## src/rtl/smm_pkg.sv

```systemverilog
package smm_pkg;

  typedef enum logic [2:0] {
    SEC_NONE = 3'd0,
    SEC_ACC  = 3'd1,
    SEC_MAX  = 3'd2,
    SEC_MIN  = 3'd3,
    SEC_HI16 = 3'd4,
    SEC_LO16 = 3'd5,
    SEC_B0   = 3'd6,
    SEC_B2   = 3'd7
  } sec_op_e;

  localparam int SEL_W          = 4;
  localparam int SEL_SIGNED_BIT = 3;

endpackage

```

## src/rtl/smm_operand_ext.sv

```systemverilog
module smm_operand_ext #(
  parameter int DW    = 32,
  parameter int IMM_W = 16
) (
  input  logic [DW-1:0]          reg_val,
  input  logic [IMM_W-1:0]       imm_val,
  input  logic                   use_reg,
  input  logic [smm_pkg::SEL_W-1:0] sel,
  output logic [DW-1:0]          ext_val,
  output logic                   is_signed
);
  localparam int QW = DW / 4;
  localparam int HW = DW / 2;

  logic [DW-1:0] byte_ext [4];
  logic [DW-1:0] half_ext [2];
  logic [DW-1:0] reg_ext;
  logic [DW-1:0] imm_ext;

  assign is_signed = sel[smm_pkg::SEL_SIGNED_BIT];

  for (genvar k = 0; k < 4; k++) begin : g_byte
    assign byte_ext[k] = is_signed
      ? {{(DW-QW){reg_val[k*QW+QW-1]}}, reg_val[k*QW +: QW]}
      : {{(DW-QW){1'b0}}, reg_val[k*QW +: QW]};
  end

  for (genvar k = 0; k < 2; k++) begin : g_half
    assign half_ext[k] = is_signed
      ? {{(DW-HW){reg_val[k*HW+HW-1]}}, reg_val[k*HW +: HW]}
      : {{(DW-HW){1'b0}}, reg_val[k*HW +: HW]};
  end

  always_comb begin
    case (sel[2:0])
      3'd0: reg_ext = byte_ext[0];
      3'd1: reg_ext = byte_ext[1];
      3'd2: reg_ext = byte_ext[2];
      3'd3: reg_ext = byte_ext[3];
      3'd4: reg_ext = half_ext[0];
      3'd5: reg_ext = half_ext[1];
      default: reg_ext = reg_val;
    endcase
  end

  assign imm_ext = is_signed ? {{(DW-IMM_W){imm_val[IMM_W-1]}}, imm_val}
                             : {{(DW-IMM_W){1'b0}}, imm_val};

  assign ext_val = use_reg ? reg_ext : imm_ext;

endmodule

```

## src/rtl/smm_minmax_core.sv

```systemverilog
module smm_minmax_core #(
  parameter int DW = 32
) (
  input  logic [DW-1:0] a_val,
  input  logic [DW-1:0] b_val,
  input  logic          a_signed,
  input  logic          b_signed,
  input  logic          want_max,
  output logic [DW-1:0] mm_val,
  output logic          mm_signed,
  output logic          mixed,
  output logic          override_hit
);
  function automatic logic [DW-1:0] pick_u(input logic [DW-1:0] x, input logic [DW-1:0] y,
                                           input logic larger);
    logic x_gt;
    x_gt = x > y;
    return (x_gt == larger) ? x : y;
  endfunction

  function automatic logic [DW-1:0] pick_s(input logic [DW-1:0] x, input logic [DW-1:0] y,
                                           input logic larger);
    logic x_gt;
    x_gt = $signed(x) > $signed(y);
    return (x_gt == larger) ? x : y;
  endfunction

  logic [DW-1:0] same_val;
  logic [DW-1:0] mix_base;
  logic          a_forces;
  logic          b_forces;

  assign mixed    = a_signed ^ b_signed;
  assign same_val = a_signed ? pick_s(a_val, b_val, want_max)
                             : pick_u(a_val, b_val, want_max);
  assign mix_base = want_max ? pick_u(a_val, b_val, 1'b1)
                             : pick_s(a_val, b_val, 1'b0);

  // the unsigned-side operand wins when its top bit is set
  assign b_forces     = a_signed & b_val[DW-1];
  assign a_forces     = b_signed & a_val[DW-1];
  assign override_hit = mixed & (a_forces | b_forces);

  always_comb begin
    if (!mixed) begin
      mm_val    = same_val;
      mm_signed = a_signed;
    end else begin
      mm_signed = ~want_max;
      if (b_forces)      mm_val = b_val;
      else if (a_forces) mm_val = a_val;
      else               mm_val = mix_base;
    end
  end

endmodule

```

## src/rtl/smm_post_op.sv

```systemverilog
module smm_post_op
  import smm_pkg::*;
#(
  parameter int DW = 32
) (
  input  logic [DW-1:0] mm_val,
  input  logic          mm_signed,
  input  logic          sat_en,
  input  logic          dst_signed,
  input  logic [DW-1:0] c_val,
  input  sec_op_e       op,
  output logic [DW-1:0] sat_val,
  output logic [DW-1:0] post_val
);
  localparam int QW = DW / 4;
  localparam int HW = DW / 2;
  localparam logic [DW-1:0] POS_MAX = {1'b0, {(DW-1){1'b1}}};

  function automatic logic [DW-1:0] combine(input logic [DW-1:0] x, input logic [DW-1:0] y,
                                            input logic sgn, input logic larger);
    logic x_gt;
    x_gt = sgn ? ($signed(x) > $signed(y)) : (x > y);
    return (x_gt == larger) ? x : y;
  endfunction

  logic cap_hi;
  logic floor_lo;

  assign cap_hi   = sat_en &  dst_signed & ~mm_signed & mm_val[DW-1];
  assign floor_lo = sat_en & ~dst_signed &  mm_signed & mm_val[DW-1];

  always_comb begin
    if (cap_hi)        sat_val = POS_MAX;
    else if (floor_lo) sat_val = '0;
    else               sat_val = mm_val;
  end

  always_comb begin
    post_val = c_val;
    case (op)
      SEC_ACC:  post_val = sat_val + c_val;
      SEC_MAX:  post_val = combine(sat_val, c_val, dst_signed, 1'b1);
      SEC_MIN:  post_val = combine(sat_val, c_val, dst_signed, 1'b0);
      SEC_HI16: post_val[HW +: HW]   = sat_val[HW-1:0];
      SEC_LO16: post_val[0 +: HW]    = sat_val[HW-1:0];
      SEC_B0:   post_val[0 +: QW]    = sat_val[QW-1:0];
      SEC_B2:   post_val[2*QW +: QW] = sat_val[QW-1:0];
      default:  post_val = sat_val;
    endcase
  end

endmodule

```

## src/rtl/smm_unit.sv

```systemverilog
module smm_unit
  import smm_pkg::*;
#(
  parameter int DW    = 32,
  parameter int IMM_W = 16
) (
  input  logic          clk,
  input  logic          rst_n,
  input  logic          in_valid,
  input  logic [DW-1:0] a_reg,
  input  logic [DW-1:0] b_reg,
  input  logic [DW-1:0] c_reg,
  input  logic [IMM_W-1:0] imm,
  input  logic [3:0]    a_sel,
  input  logic [3:0]    b_sel,
  input  logic          b_use_reg,
  input  logic          want_max,
  input  logic          sat_en,
  input  logic          dst_signed,
  input  logic [2:0]    sec_op,
  output logic          out_valid,
  output logic [DW-1:0] result
);
  logic [DW-1:0] a_ext;
  logic [DW-1:0] b_ext;
  logic          a_signed;
  logic          b_signed;
  logic [DW-1:0] mm_val;
  logic          mm_signed;
  logic          mixed;
  logic          override_hit;
  logic [DW-1:0] sat_val;
  logic [DW-1:0] post_val;

  smm_operand_ext #(.DW(DW), .IMM_W(IMM_W)) u_ext_a (
    .reg_val(a_reg), .imm_val('0), .use_reg(1'b1), .sel(a_sel),
    .ext_val(a_ext), .is_signed(a_signed)
  );

  smm_operand_ext #(.DW(DW), .IMM_W(IMM_W)) u_ext_b (
    .reg_val(b_reg), .imm_val(imm), .use_reg(b_use_reg), .sel(b_sel),
    .ext_val(b_ext), .is_signed(b_signed)
  );

  smm_minmax_core #(.DW(DW)) u_core (
    .a_val(a_ext), .b_val(b_ext), .a_signed(a_signed), .b_signed(b_signed),
    .want_max(want_max), .mm_val(mm_val), .mm_signed(mm_signed),
    .mixed(mixed), .override_hit(override_hit)
  );

  smm_post_op #(.DW(DW)) u_post (
    .mm_val(mm_val), .mm_signed(mm_signed), .sat_en(sat_en),
    .dst_signed(dst_signed), .c_val(c_reg), .op(sec_op_e'(sec_op)),
    .sat_val(sat_val), .post_val(post_val)
  );

  always_ff @(posedge clk or negedge rst_n) begin
    if (!rst_n) begin
      out_valid <= 1'b0;
      result    <= '0;
    end else begin
      out_valid <= in_valid;
      if (in_valid) result <= post_val;
    end
  end

endmodule

```

## config.mk

```make
export PLATFORM = sky130hd
export DESIGN_NAME = smm_unit
export DESIGN_NICKNAME = d
export VERILOG_FILES = /design/src/rtl/smm_pkg.sv /design/src/rtl/smm_operand_ext.sv /design/src/rtl/smm_minmax_core.sv /design/src/rtl/smm_post_op.sv /design/src/rtl/smm_unit.sv
export SDC_FILE = /design/constraint.sdc
export NUM_CORES = 1
export LEC_CHECK = 0
export ABC_CLOCK_PERIOD_IN_PS = 2600
export BUFFER_PORTS_ARGS = -buffer_cell sky130_fd_sc_hd__buf_2
export CORE_ASPECT_RATIO = 1.75
export CORE_MARGIN = 4
export CORE_UTILIZATION = 31
export DETAILED_ROUTE_END_ITERATION = 12
export PLACE_DENSITY_LB_ADDON = 0.15
export SYNTH_ARGS = -nofsm -noshare
export SYNTH_HDL_FRONTEND = slang
export SYNTH_SLANG_ARGS = --single-unit
```

## constraint.sdc

```tcl
create_clock -name clk -period 2.6 [get_ports clk]
set_input_delay 0.39 -clock clk [delete_from_list [all_inputs] [get_ports clk]]
set_output_delay 0.39 -clock clk [all_outputs]
set_load 0.01 [all_outputs]
```

==> parameters.txt <==
Parameter                              Value

Status
  Outcome ... finished with violations
  Violated checks ... setup timing

Placement
  Number of buffers inserted by port buffering ... 162
  Post-DP HPWL ... 33400 um
  DP Cell Count ... 1927
  Placer Congestion ... ~1.0

Yosys
  Synth warnings ... 0
  Most common flop cell mapped by yosys ... sky130_fd_sc_hd__dfrtp_1
  Top post-synthesis cells by area ... sky130_fd_sc_hd__ha_1, sky130_fd_sc_hd__dfrtp_1, sky130_fd_sc_hd__o21ai_0
  Cell area after synthesis ... 7680 um2
  Number of unique standard cell types used by synthesis ... between 70 and 80
  Top-area cell type share of the netlist area ... roughly 15%
  Post-Syn Area per Cell ... between 6 and 7 um2
  Number of synthesized flops with an enable pin ... 0
  Cell count after synthesis ... 1112
  Fraction of registers with async set/reset ... 100%
  Number of synthesized register bits ... 33
  Leading area contributor after synthesis ... sky130_fd_sc_hd__ha_1
  Net count after synthesis ... 1338
  Part of the Yosys area used for sequential elements ... between 10% and 20%

STA
  Number of pins exceeding their max-slew limit in the final report ... 0
  Maximum operating frequency ... around 0.14 GHz
  Final Critical Period ... between 7 and 8 ns
  Worst-case setup margin in the final layout ... -4.61 ns
  Final-report setup violation count ... 32
  Setup repair after global routing missed its margin ... yes
  Rel. slew slack ... slightly below 40%
  Hold Slack ... between 0.2 and 0.25 ns
  Worst Clk Skew ... 0 ns
  Summed negative setup slack over all endpoints ... -143.47 ns
  Transition time of the tightest slew-check pin ... ~0.91 ns
  Final worst-path cycle share ... 277%
  Hold violation count in the final report ... 0

Critical path
  FF-to-FF setup slack ... roughly 1.4 ns
  Cell mode on critical path ... sky130_fd_sc_hd__buf_6
  Slowest stage cell, crit path ... sky130_fd_sc_hd__or4_4
  Setup crit end kind ... flop
  Kind of cell with the highest combined delay on the critical path ... simple AND/OR/NAND/NOR gates
  Worst Path Max Fanout ... 7
  Worst setup SP type ... input port
  Delay of the slowest cell on the worst path ... slightly below 0.5 ns
  Buffers & Inverters on Critical Path ... 7
  Category of the most critical setup path ... input port to flop
  Required time at the worst-slack endpoint ... 2.82 ns
  WP data arrival ... between 7 and 8 ns

Clocking
  CTS tree ... yes
  Hold Buf Count CTS ... 0
  H-tree depth ... 2
  Clock network latency to the later pin of the worst-skew pair ... just under 0.3 ns
  Clock Path Buffers ... 2
  Cell at the root of the clock tree ... sky130_fd_sc_hd__clkbuf_16
  Number of sinks on the clock net ... 33
  Clock-pin transition on the worst setup and hold timing paths ... 0.06 ns
  Clock buffers created by TritonCTS ... 5

Detailed routing
  Total Wirelength ... 41600 um
  Vias per cell ... roughly 5.5
  Top Metal Used ... met4
  Number of DRC violations after detailed routing ... 0
  Antenna-violating nets left ... 0
  Met2 wire length ... ~22000 um
  Met3 Wirelength ... around 1400 um
  Total via count in the routed design ... 11100
  Routed wire length per instance ... between 20 and 25 um
  M1 wire length ... 13400 um
  Drt initial violations ... slightly above 600
  Pre-antenna DRT Iters ... 7

Pwr
  Power per Cell Area ... 581 nW/um2
  Total Power ... 8.22 mW
  Leakage ... 6.76 nW
  Worst vdd rail ir drop ... 272 uV

Final layout
  Final standard cell utilization of the core ... 57.7%
  Post-layout nets ... about 1900
  Share of cells above drive strength 1 ... about 51%
  Layout overhead on the synthesized area ... 84.2%
  Final Non-Filler Cells ... roughly 2000
  Number of fill cells ... roughly 2300

Die
  Die ar. ... roughly 27000 um2
  I/O Pins ... 163
  Horizontal extent of the die ... roughly 130 um
  Initial standard-cell utilization of the core ... between 30 and 40%
  Standard-cell row count ... 76
  DIE HEIGHT ... about 220 um
  Floorplan Core Area ... about 25000 um2

GRT
  Largest net degree at the start of global routing ... 48
  Antenna violations before repair ... 2
  All-layer global routing usage ... about 29%
  Via count of the first global-routing pass ... roughly 12000
  First-pass GRT wire length ... 61200 um
  Total overflow reported by the global router ... 0

Flow run
  MaxCap Viol Count ... 0

Worst hold path
  Worst min-delay path category ... input port to asynchronous set/reset pin
-- sequential cells by signal, indices dropped and copies added (netlist names) --
signal,count
out_valid,1
result,32
-- layer usage --
layer	track usage (%)	vias up
met5	0	-
met4	27.3	0
met3	2.34	181
met2	54.2	405
met1	25.8	5239
li1	-	5317
-- repair_timing --
action,4_1_cts,5_1_grt
endpoints found under the setup margin,32,32
pin swaps,67,62
cloned,2,1
buffers inserted,58,24
resized for setup,206,96
-- power breakdown --
group / switching [mW] / leakage [nW] / internal (mW)
clock: 0.268 / 0.0841 / 0.480
sequential: 0.103 / 0.379 / 0.646
combinational: 3.33 / 6.29 / 3.39
total: 3.70 / 6.76 / 4.52
-- synthesized netlist by cell type, types with 7 or more instances --
cell type,instances
sky130_fd_sc_hd__nand2_1,83
sky130_fd_sc_hd__inv_1,85
sky130_fd_sc_hd__nand4_1,9
sky130_fd_sc_hd__o21bai_1,11
sky130_fd_sc_hd__a211oi_1,8
sky130_fd_sc_hd__clkbuf_1,51
sky130_fd_sc_hd__or3_1,13
sky130_fd_sc_hd__o21ai_0,130
sky130_fd_sc_hd__xnor2_1,23
sky130_fd_sc_hd__a41oi_1,7
sky130_fd_sc_hd__mux2i_1,32
sky130_fd_sc_hd__dfrtp_1,33
sky130_fd_sc_hd__nand3_1,16
sky130_fd_sc_hd__xor2_1,8
sky130_fd_sc_hd__nor3_1,33
sky130_fd_sc_hd__nor2_1,94
sky130_fd_sc_hd__nor4_1,8
sky130_fd_sc_hd__nor2b_1,12
sky130_fd_sc_hd__a21o_1,22
sky130_fd_sc_hd__nand2b_1,25
sky130_fd_sc_hd__o211ai_1,15
sky130_fd_sc_hd__o21a_1,9
sky130_fd_sc_hd__o31ai_1,14
sky130_fd_sc_hd__a221oi_1,23
sky130_fd_sc_hd__o22ai_1,9
sky130_fd_sc_hd__a21oi_1,104
sky130_fd_sc_hd__a31oi_1,15
sky130_fd_sc_hd__a22oi_1,9
sky130_fd_sc_hd__and3_1,8
sky130_fd_sc_hd__ha_1,95
-- cell families (layout without fill, tap and decap cells) --
| kind of cell | after synthesis | after routing | share of synthesized area [%] |
|---|---|---|---|
| other cells | 0 | 2 | 0 |
| buf+inv | 146 | 737 | 7.36 |
| simple gates | 334 | 334 | 21.5 |
| mux | 38 | 38 | 5.20 |
| fa+ha+maj | 96 | 96 | 15.7 |
| xor+xnor | 31 | 31 | 3.53 |
| flops | 33 | 33 | 10.8 |
| compound gates | 434 | 436 | 36.0 |
-- worst reg2reg max path: cells and delay by family (launching register included) --
kind            cells  cell delay, ns
flops               1            0.46
compound gates      3            0.58
-- worst paths after layout --
kind	to	cells past startpoint	startpoint
setup / recovery	result[29]	33	a_sel[1]
hold / removal	result[16]	1	rst_n
setup reg to reg	result[15]	3	result[15]
hold reg to reg	result[12]	2	result[12]
max in group asynchronous	result[1]	1	rst_n
min in group clk	result[12]	4	c_reg[12]
-- layout by cell type (no fill, tap or decap), types with 8 or more instances in the layout --
| cell type | synthesis | layout |
|---|---|---|
| sky130_fd_sc_hd__a21o_1 | 22 | 21 |
| sky130_fd_sc_hd__a21oi_1 | 104 | 82 |
| sky130_fd_sc_hd__a21oi_2 | 0 | 19 |
| sky130_fd_sc_hd__a221oi_2 | 0 | 17 |
| sky130_fd_sc_hd__a31oi_1 | 15 | 8 |
| sky130_fd_sc_hd__buf_2 | 2 | 158 |
| sky130_fd_sc_hd__buf_4 | 0 | 436 |
| sky130_fd_sc_hd__buf_6 | 2 | 38 |
| sky130_fd_sc_hd__dfrtp_1 | 33 | 33 |
| sky130_fd_sc_hd__ha_1 | 95 | 72 |
| sky130_fd_sc_hd__ha_4 | 0 | 22 |
| sky130_fd_sc_hd__inv_1 | 85 | 76 |
| sky130_fd_sc_hd__inv_2 | 0 | 9 |
| sky130_fd_sc_hd__mux2i_1 | 32 | 30 |
| sky130_fd_sc_hd__nand2_1 | 83 | 75 |
| sky130_fd_sc_hd__nand2b_1 | 25 | 23 |
| sky130_fd_sc_hd__nand3_1 | 16 | 9 |
| sky130_fd_sc_hd__nand4_1 | 9 | 9 |
| sky130_fd_sc_hd__nor2_1 | 94 | 91 |
| sky130_fd_sc_hd__nor2b_1 | 12 | 11 |
| sky130_fd_sc_hd__nor3_1 | 33 | 28 |
| sky130_fd_sc_hd__o211ai_1 | 15 | 15 |
| sky130_fd_sc_hd__o21ai_0 | 130 | 70 |
| sky130_fd_sc_hd__o21ai_1 | 6 | 34 |
| sky130_fd_sc_hd__o21ai_2 | 1 | 27 |
| sky130_fd_sc_hd__o21ai_4 | 0 | 8 |
| sky130_fd_sc_hd__o21bai_1 | 11 | 10 |
| sky130_fd_sc_hd__o22ai_1 | 9 | 9 |
| sky130_fd_sc_hd__o31ai_1 | 14 | 8 |
| sky130_fd_sc_hd__or3_1 | 13 | 8 |
| sky130_fd_sc_hd__xnor2_1 | 23 | 23 |
-- cell type report --
type / count / area [um2] / share of cell area, %
Tap cell: 312 / 390 / 2.76
Clock inverter: 1 / 30.0 / 0.212
Multi-Input combinational cell: 935 / 7760 / 54.8
Timing Repair Buffer: 642 / 4670 / 33.0
Sequential cell: 33 / 826 / 5.84
Inverter: 87 / 327 / 2.31
Clock buffer: 7 / 143 / 1.01
Antenna cell: 2 / 5.00 / 0.0354
-- metrics by stage --
| stage | instance area (um2) | setup WS, ns |
|---|---|---|
| after CTS | 13500 | -4.34 |
| final | 14200 | -4.61 |
| after detailed placement | 12000 | -5.01 |
| after floorplan | 8080 | -3.89 |
| after global routing | 14200 | -4.85 |
| after global placement | 12000 | -5.00 |
Note: power is estimated with default switching activity, not from simulation.
